[src/rtl/sp_pkg.sv]
package sp_pkg;
  // one-cycle pulses produced by an edge detector
  typedef struct packed {
    logic rise;
    logic fall;
  } edge_t;

  // channel indices for the synchronized control inputs
  localparam int CH_STB = 0;
  localparam int CH_RD  = 1;
  localparam int N_CH   = 2;
endpackage

[src/rtl/sp_sync.sv]
module sp_sync #(
  parameter int   STAGES  = 2,
  parameter logic RST_VAL = 1'b1
) (
  input  logic clk,
  input  logic rst,
  input  logic d,
  output logic q
);
  logic [STAGES-1:0] chain;

  always_ff @(posedge clk) begin
    if (rst) chain <= {STAGES{RST_VAL}};
    else     chain <= {chain[STAGES-2:0], d};
  end

  assign q = chain[STAGES-1];
endmodule

[src/rtl/sp_edge.sv]
module sp_edge
  import sp_pkg::*;
#(
  parameter logic IDLE = 1'b1
) (
  input  logic  clk,
  input  logic  rst,
  input  logic  lvl,
  output edge_t ev
);
  logic prev;

  always_ff @(posedge clk) begin
    if (rst) prev <= IDLE;
    else     prev <= lvl;
  end

  assign ev.rise = ~prev & lvl;
  assign ev.fall = prev & ~lvl;
endmodule

[src/rtl/sp_flags.sv]
module sp_flags
  import sp_pkg::*;
(
  input  logic  clk,
  input  logic  rst,
  input  edge_t stb_ev,
  input  edge_t rd_ev,
  input  logic  ie_we,
  input  logic  ie_d,
  output logic  ibf,
  output logic  intr,
  output logic  overrun,
  output logic  ie_q,
  output logic  capture
);
  logic ie_nx, ibf_nx, ovr_nx, intr_nx;

  always_comb begin
    ie_nx = ie_we ? ie_d : ie_q;
    // a new strobe outranks the end of a read
    if (stb_ev.fall)     ibf_nx = 1'b1;
    else if (rd_ev.rise) ibf_nx = 1'b0;
    else                 ibf_nx = ibf;
    ovr_nx = overrun | (stb_ev.fall & ibf & ~rd_ev.rise);
    // request needs enable and a full buffer in the next state
    if (rd_ev.fall || !ie_nx || !ibf_nx) intr_nx = 1'b0;
    else if (stb_ev.rise)                intr_nx = 1'b1;
    else                                 intr_nx = intr;
  end

  always_ff @(posedge clk) begin
    if (rst) begin
      ie_q    <= 1'b0;
      ibf     <= 1'b0;
      intr    <= 1'b0;
      overrun <= 1'b0;
    end else begin
      ie_q    <= ie_nx;
      ibf     <= ibf_nx;
      intr    <= intr_nx;
      overrun <= ovr_nx;
    end
  end

  assign capture = stb_ev.rise;
endmodule

[src/rtl/sp_latch.sv]
module sp_latch #(
  parameter int DATA_W = 8
) (
  input  logic              clk,
  input  logic              rst,
  input  logic              cap,
  input  logic [DATA_W-1:0] din,
  output logic [DATA_W-1:0] dout
);
  always_ff @(posedge clk) begin
    if (rst)      dout <= '0;
    else if (cap) dout <= din;
  end
endmodule

[src/rtl/strobed_in_port.sv]
module strobed_in_port
  import sp_pkg::*;
#(
  parameter int DATA_W      = 8,
  parameter int SYNC_STAGES = 2
) (
  input  logic              clk,
  input  logic              rst,
  input  logic [DATA_W-1:0] pdata,
  input  logic              stb_n,
  input  logic              rd_n,
  input  logic              ie_we,
  input  logic              ie_d,
  output logic [DATA_W-1:0] rdata,
  output logic              ibf,
  output logic              intr,
  output logic              overrun
);
  logic [N_CH-1:0] raw;
  logic [N_CH-1:0] synced;
  edge_t           ev [N_CH];
  edge_t           stb_ev, rd_ev;
  logic            ie_q;
  logic            capture;

  assign raw[CH_STB] = stb_n;
  assign raw[CH_RD]  = rd_n;

  for (genvar c = 0; c < N_CH; c++) begin : g_ch
    sp_sync #(.STAGES(SYNC_STAGES), .RST_VAL(1'b1)) u_sync (
      .clk(clk), .rst(rst), .d(raw[c]), .q(synced[c])
    );
    sp_edge #(.IDLE(1'b1)) u_edge (
      .clk(clk), .rst(rst), .lvl(synced[c]), .ev(ev[c])
    );
  end

  assign stb_ev = ev[CH_STB];
  assign rd_ev  = ev[CH_RD];

  sp_flags u_flags (
    .clk(clk), .rst(rst), .stb_ev(stb_ev), .rd_ev(rd_ev),
    .ie_we(ie_we), .ie_d(ie_d), .ibf(ibf), .intr(intr),
    .overrun(overrun), .ie_q(ie_q), .capture(capture)
  );

  sp_latch #(.DATA_W(DATA_W)) u_latch (
    .clk(clk), .rst(rst), .cap(capture), .din(pdata), .dout(rdata)
  );
endmodule

[config.mk]
export PLATFORM = sky130hd
export DESIGN_NAME = strobed_in_port
export DESIGN_NICKNAME = d
export VERILOG_FILES = /design/src/rtl/sp_pkg.sv /design/src/rtl/sp_sync.sv /design/src/rtl/sp_edge.sv /design/src/rtl/sp_flags.sv /design/src/rtl/sp_latch.sv /design/src/rtl/strobed_in_port.sv
export SDC_FILE = /design/constraint.sdc
export NUM_CORES = 1
export LEC_CHECK = 0
export BUFFER_PORTS_ARGS = -buffer_cell sky130_fd_sc_hd__buf_2
export CORE_UTILIZATION = 30
export DETAILED_ROUTE_END_ITERATION = 6
export GPL_TIMING_DRIVEN = 0
export PLACE_DENSITY = 0.5
export RECOVER_POWER = 25
export SETUP_SLACK_MARGIN = 0.5
export SYNTH_ARGS = -nofsm -noshare
export SYNTH_HDL_FRONTEND = slang
export SYNTH_SLANG_ARGS = --single-unit
[constraint.sdc]
create_clock -name clk -period 1.35 [get_ports clk]
set_input_delay 0.0675 -clock clk [delete_from_list [all_inputs] [get_ports clk]]
set_output_delay 0.0675 -clock clk [all_outputs]
set_load 0.05 [all_outputs]
# --- After elaboration in Yosys (flattened, before gate mapping) ---
# Cells that the tools add are included.
classes:
  n_reduce_logical: 5
  bitwise: 12
  n_mux: 3
op_table:
  columns: ["cell", "n"]
  rows:
  - ["AND 1 bit", 6]
  - ["NOT 1 bit", 5]
  - ["two-way mux 1 bit", 3]
  - ["zero test 1 bit", 2]
  - ["logical OR 1 bit", 2]
  - ["OR reduction 2 bit", 1]
  - ["bitwise OR 1 bit", 1]
totals:
  input_bits: 14
  ff_bits: 18
  out_inout_bits: 11

# --- Depth between registers and ports, before layout ---
depth:
  depth_word: 7
  depth_mapped: 4

# --- Cells and area by module ---
# From an unflattened synthesis, not the netlist that was laid out.
unflattened:
  cells_unflattened: 57
  area_unflattened_um2: 633.1
modules_own_cells:
  columns: ["mod", "area_each_um2", "cells_each", "seq_area_each_um2", "instances"]
  rows:
  - ["sp_latch", 285.3, 26, 160.2, 1]
  - ["sp_flags", 162.7, 15, 80.1, 1]
  - ["sp_sync", 52.6, 4, 40.0, 2]
  - ["sp_edge", 40.0, 4, 20.0, 2]

# --- Worst setup path before layout ---
# OpenSTA, ideal clock, no wires.
synth_path:
  path_type: "register -> register"
  from: "register u_flags.ibf"
  to: "register u_flags.intr"
  slack_ns: 0.182
  setup_ns: 0.087
  n_path_buf: 0
  path_stages_with_launch: 3
  t_arrival_ns: 1.081
  path_cell_list: "dfxtp_1 a21oi_1 nor4b_4"
synth_via:
  elab_chain_len: 5
synth_lines:
  columns: ["item", "line_no", "source"]
  rows:
  - ["start, declared", "sp_flags.sv:10", "output logic ibf,"]
  - ["start signal, assigned", "sp_flags.sv:39", "ibf <= ibf_nx;"]
  - ["two-way mux 1 bit", "sp_flags.sv:22", "else if (rd_ev.rise) ibf_nx = 1'b0;"]
  - ["two-way mux 1 bit", "sp_flags.sv:21", "if (stb_ev.fall) ibf_nx = 1'b1;"]
  - ["zero test 1 bit", "sp_flags.sv:26", "if (rd_ev.fall || !ie_nx || !ibf_nx) intr_nx = 1'b0;"]
  - ["logical OR 1 bit", "sp_flags.sv:26", null]
  - ["OR reduction 2 bit (no line)", null, null]
  - ["end signal, assigned", "sp_flags.sv:40", "intr <= intr_nx;"]
  - ["end, declared", "sp_flags.sv:11", "output logic intr,"]
# Every way passes these cells.
# A chain may end at the register's enable or synchronous reset.

# --- Final worst setup path ---
layout_path:
  from: "register g_ch[0].u_sync.chain[1]"
  to: "register u_flags.intr"
layout_via:
  elab_chain_len: 6
  word_cells_on_any_way: 7
  cone_classes: "1 x mux; 3 x bitwise; 3 x reduce/logical"
layout_lines:
  columns: ["item", "line_no", "source"]
  rows:
  - ["start, declared", "sp_sync.sv:10", "logic [STAGES-1:0] chain;"]
  - ["start signal, assigned", "sp_sync.sv:13", "if (rst) chain <= {STAGES{RST_VAL}};"]
  - ["start signal, assigned", "sp_sync.sv:14", "else chain <= {chain[STAGES-2:0], d};"]
  - ["NOT 1 bit", "sp_edge.sv:19", "assign ev.fall = prev & ~lvl;"]
  - ["AND 1 bit", "sp_edge.sv:19", null]
  - ["two-way mux 1 bit", "sp_flags.sv:21", null]
  - ["zero test 1 bit", "sp_flags.sv:26", null]
  - ["logical OR 1 bit", "sp_flags.sv:26", null]
  - ["OR reduction 2 bit (no line)", null, null]
# Parallel ways exist; a longest one is shown, timed or not.

==> metrics.cfg <==
[critical_path]
cp_top_family=flip-flops
timing.rr.start=g_ch[0].u_sync.chain[1]
critPathKind=reg -> reg
worstReg2RegEnd=u_flags.intr
slowest_stage=dfxtp_1
worstPathMaxFanout=4
rrSetupSlack_ps=380
cp-startpoint=g_ch[0].u_sync.chain[1]
worstPathRequired_ps=1560
crit_cells=4
crit_buf_inv=1
critPathCapture=u_flags.intr
cp_data_arrival_time_ps=1180
ff2ff_path_depth=4
cp_slowest_stage_delay_ps=430
start_kind=register
cp_cell_sequence=nand2b_4 -> buf_6 -> a21oi_2 -> nor4b_4
end_kind=register

[placed_design]
io_buffers=23
pre_cts_slack_ps=399.8
place.gp.congestion=0.6099
dp.cells=116
postPlaceCellArea_sq_um=800.8

[synthesis]
yosys.area.top_type=dfxtp_1
synth_area_sq_um=625.6
avgSynthCellArea_sq_um=9.479
yosysSeqAreaShare_pct=57.60
synth_nets=80
yosysTopAreaCellShare_pct=57.60
synth.area.top_cells=dfxtp_1 58%, nand2_1 9.6%, a21oi_1 7.2%
synth_seq_cells=18
yosysWarningCount=0
synthDistinctLibCells=16
syn_inst=66

[finish]
diodes=0
fillers=189
area_delta_synth_final_pct=80.40
nNetsFinal=122
design_area_sq_um=1129
final_cells=134
layout-drive-gt1-share_pct=62.62
final_util_pct=57.53

[sta]
setup_viol=0
timing.final.ws_setup_ps=382.8
tns_ps=0
slew_violations=0
relSlewSlack_pct=84.41
fin_crit_ps=967.2
tightest_slew_ps=227.4
hold_violations=0
rsz0062_at_grt=yes
fin_crit_sh_pct=71.65
fin_skew_ps=10.65
fmax_mhz=1034

[detailed_routing]
routed_wl_mm=1.374
drtIter0Drc=2
wl_per_cell_um=10.25
ant_nets=0
drtPass1Iterations=3
vias=569
drc=0
routed_via_density=4.246

[floorplanning]
die_y_um=47.67
core-area_sq_um=1962
std_cell_rows=16
start_util_pct=31.89
die-area_sq_um=2272
die_width_um=47.67
ios=25

[clocking]
tritoncts=built
clock_path_buffers=2
root_buffer=clkbuf_4
h-tree-depth=1
cts.sinks=18
cts_buffers=3
cts.clk_slew.worst_paths_ps=100
clock_latency_ps=290

[global_route]
grt_max_degree=11
antenna_found_initial=0
grt_first_pass_wirelength_mm=1.869
grtUsageTotal_pct=12.13
grt-ovfl-total=0
grt_pass1_vias=477

[status]
outcome=finished, final reports clean

[job]
maxCapViolCount=0

[power]
power.leakage_uw=0.0004720
ir_worst_vdd_mv=0.8418
power_density_nw_per_um2=896.0

[worst_hold_path]
hold_class=in -> reg
hold-path-cell-count=3

[cells in the final DEF (no fill, tap or decap)]
| cell | netlist | routed |
|---|---|---|
| nand2b_4 | 0 | 2 |
| clkbuf_8 | 0 | 1 |
| buf_4 | 0 | 4 |
| buf_6 | 1 | 3 |
| nor2b_1 | 2 | 1 |
| nor4b_4 | 1 | 1 |
| nor2b_2 | 0 | 1 |
| nor2_1 | 3 | 3 |
| inv_1 | 1 | 1 |
| nand2_2 | 0 | 4 |
| a21oi_1 | 9 | 5 |
| dfxtp_1 | 18 | 6 |
| a21oi_2 | 1 | 4 |
| clkbuf_2 | 1 | 1 |
| and2b_1 | 1 | 1 |
| dfxtp_4 | 0 | 2 |
| buf_2 | 2 | 13 |
| nand2_1 | 16 | 12 |
| dlygate4sd3_1 | 0 | 9 |
| or2_2 | 6 | 6 |
| a21oi_4 | 0 | 1 |
| mux2i_1 | 1 | 1 |
| buf_8 | 0 | 11 |
| dfxtp_2 | 0 | 10 |
| clkbuf_4 | 0 | 3 |
| a31oi_1 | 1 | 1 |
[how the worst min path moves through the flow]
stage | startpoint | end
3_3_place_gp | rd_n | g_ch[1].u_sync.chain[0]
4_1_cts | pdata[7] | u_latch.dout[7]
3_5_place_dp | rd_n | g_ch[1].u_sync.chain[0]
6_report | pdata[7] | u_latch.dout[7]
2_1_floorplan | stb_n | g_ch[0].u_sync.chain[0]
5_1_grt | pdata[7] | u_latch.dout[7]
[timing repair]
action / in CTS / in global routing
endpoints found under the setup margin: 21 / 21
hold buffers: 9 / 0
resized for setup: 29 / 21
cloned: 0 / 0
setup buffers: 4 / 1
pin swaps: 1 / 4
hold endpoints to repair: 9 / 0
[flip-flops by register name, indices dropped and copies added (netlist names)]
signal	count
g_ch.u_sync.chain	4
u_flags.intr	1
u_flags.overrun	1
u_flags.ibf	1
u_latch.dout	8
g_ch.u_edge.prev	2
u_flags.ie_q	1
[metal layers]
layer  track usage [%]  up-vias  part of all wire (%)
li1                  -      291                     -
met1             12.61      257                    40
met2             22.74       19                    53
met3             5.660        2                   6.3
met4             1.667        0                  0.58
met5                 0        -                     0
[Yosys cell counts]
cell and n:
buf_2 2, and2b_1 1, a21oi_1 9, dfxtp_1 18, nor2_1 3, nand2_1 16
buf_6 1, a31oi_1 1, mux2i_1 1, inv_1 1, nand2b_1 2, nor2b_1 2
or2_2 6, clkbuf_2 1, a21oi_2 1, nor4b_4 1
[per-stage QoR]
stage / hold slack [ps] / total power, uW
4_1_cts: 0.09423 / 1017
5_1_grt: 16.46 / 1071
2_1_floorplan: 171.3 / 623.9
3_5_place_dp: 255.4 / 654.5
6_report: 17.47 / 1011
3_3_place_gp: 252.5 / 653.4
[layout make-up]
| type | instances | area [sq um] | area share [%] |
|---|---|---|---|
| buffer | 4 | 32.53 | 2.882 |
| multi-input combinational | 43 | 285.3 | 25.28 |
| timing repair buffer | 37 | 356.6 | 31.60 |
| inverter | 1 | 3.754 | 0.3326 |
| clock buffer | 4 | 36.28 | 3.215 |
| tap | 27 | 33.78 | 2.993 |
| sequential | 18 | 380.4 | 33.70 |
[logic make-up after synthesis]
| group | after synthesis | share of synthesized area, % |
|---|---|---|
| and+or+nand+nor | 31 | 26.40 |
| buffers and inverters | 5 | 4.799 |
| muxes | 1 | 1.600 |
| DFF | 18 | 57.60 |
| AOI/OAI and AO/OA | 11 | 9.600 |
[worst register-to-register path, cell delays in order (launching register included)]
cell	delay, ps
dfxtp_1	430
nand2b_4	70
buf_6	120
a21oi_2	110
nor4b_4	170
[report_power, final]
| group | total, uW | switching [uW] | internal (uW) |
|---|---|---|---|
| Sequential | 557 | 12.3 | 545 |
| Clock | 317 | 153 | 164 |
| Combinational | 137 | 62.8 | 74.2 |
| Total | 1010 | 228 | 783 |
No activity file was read; power rests on OpenSTA's default activity.
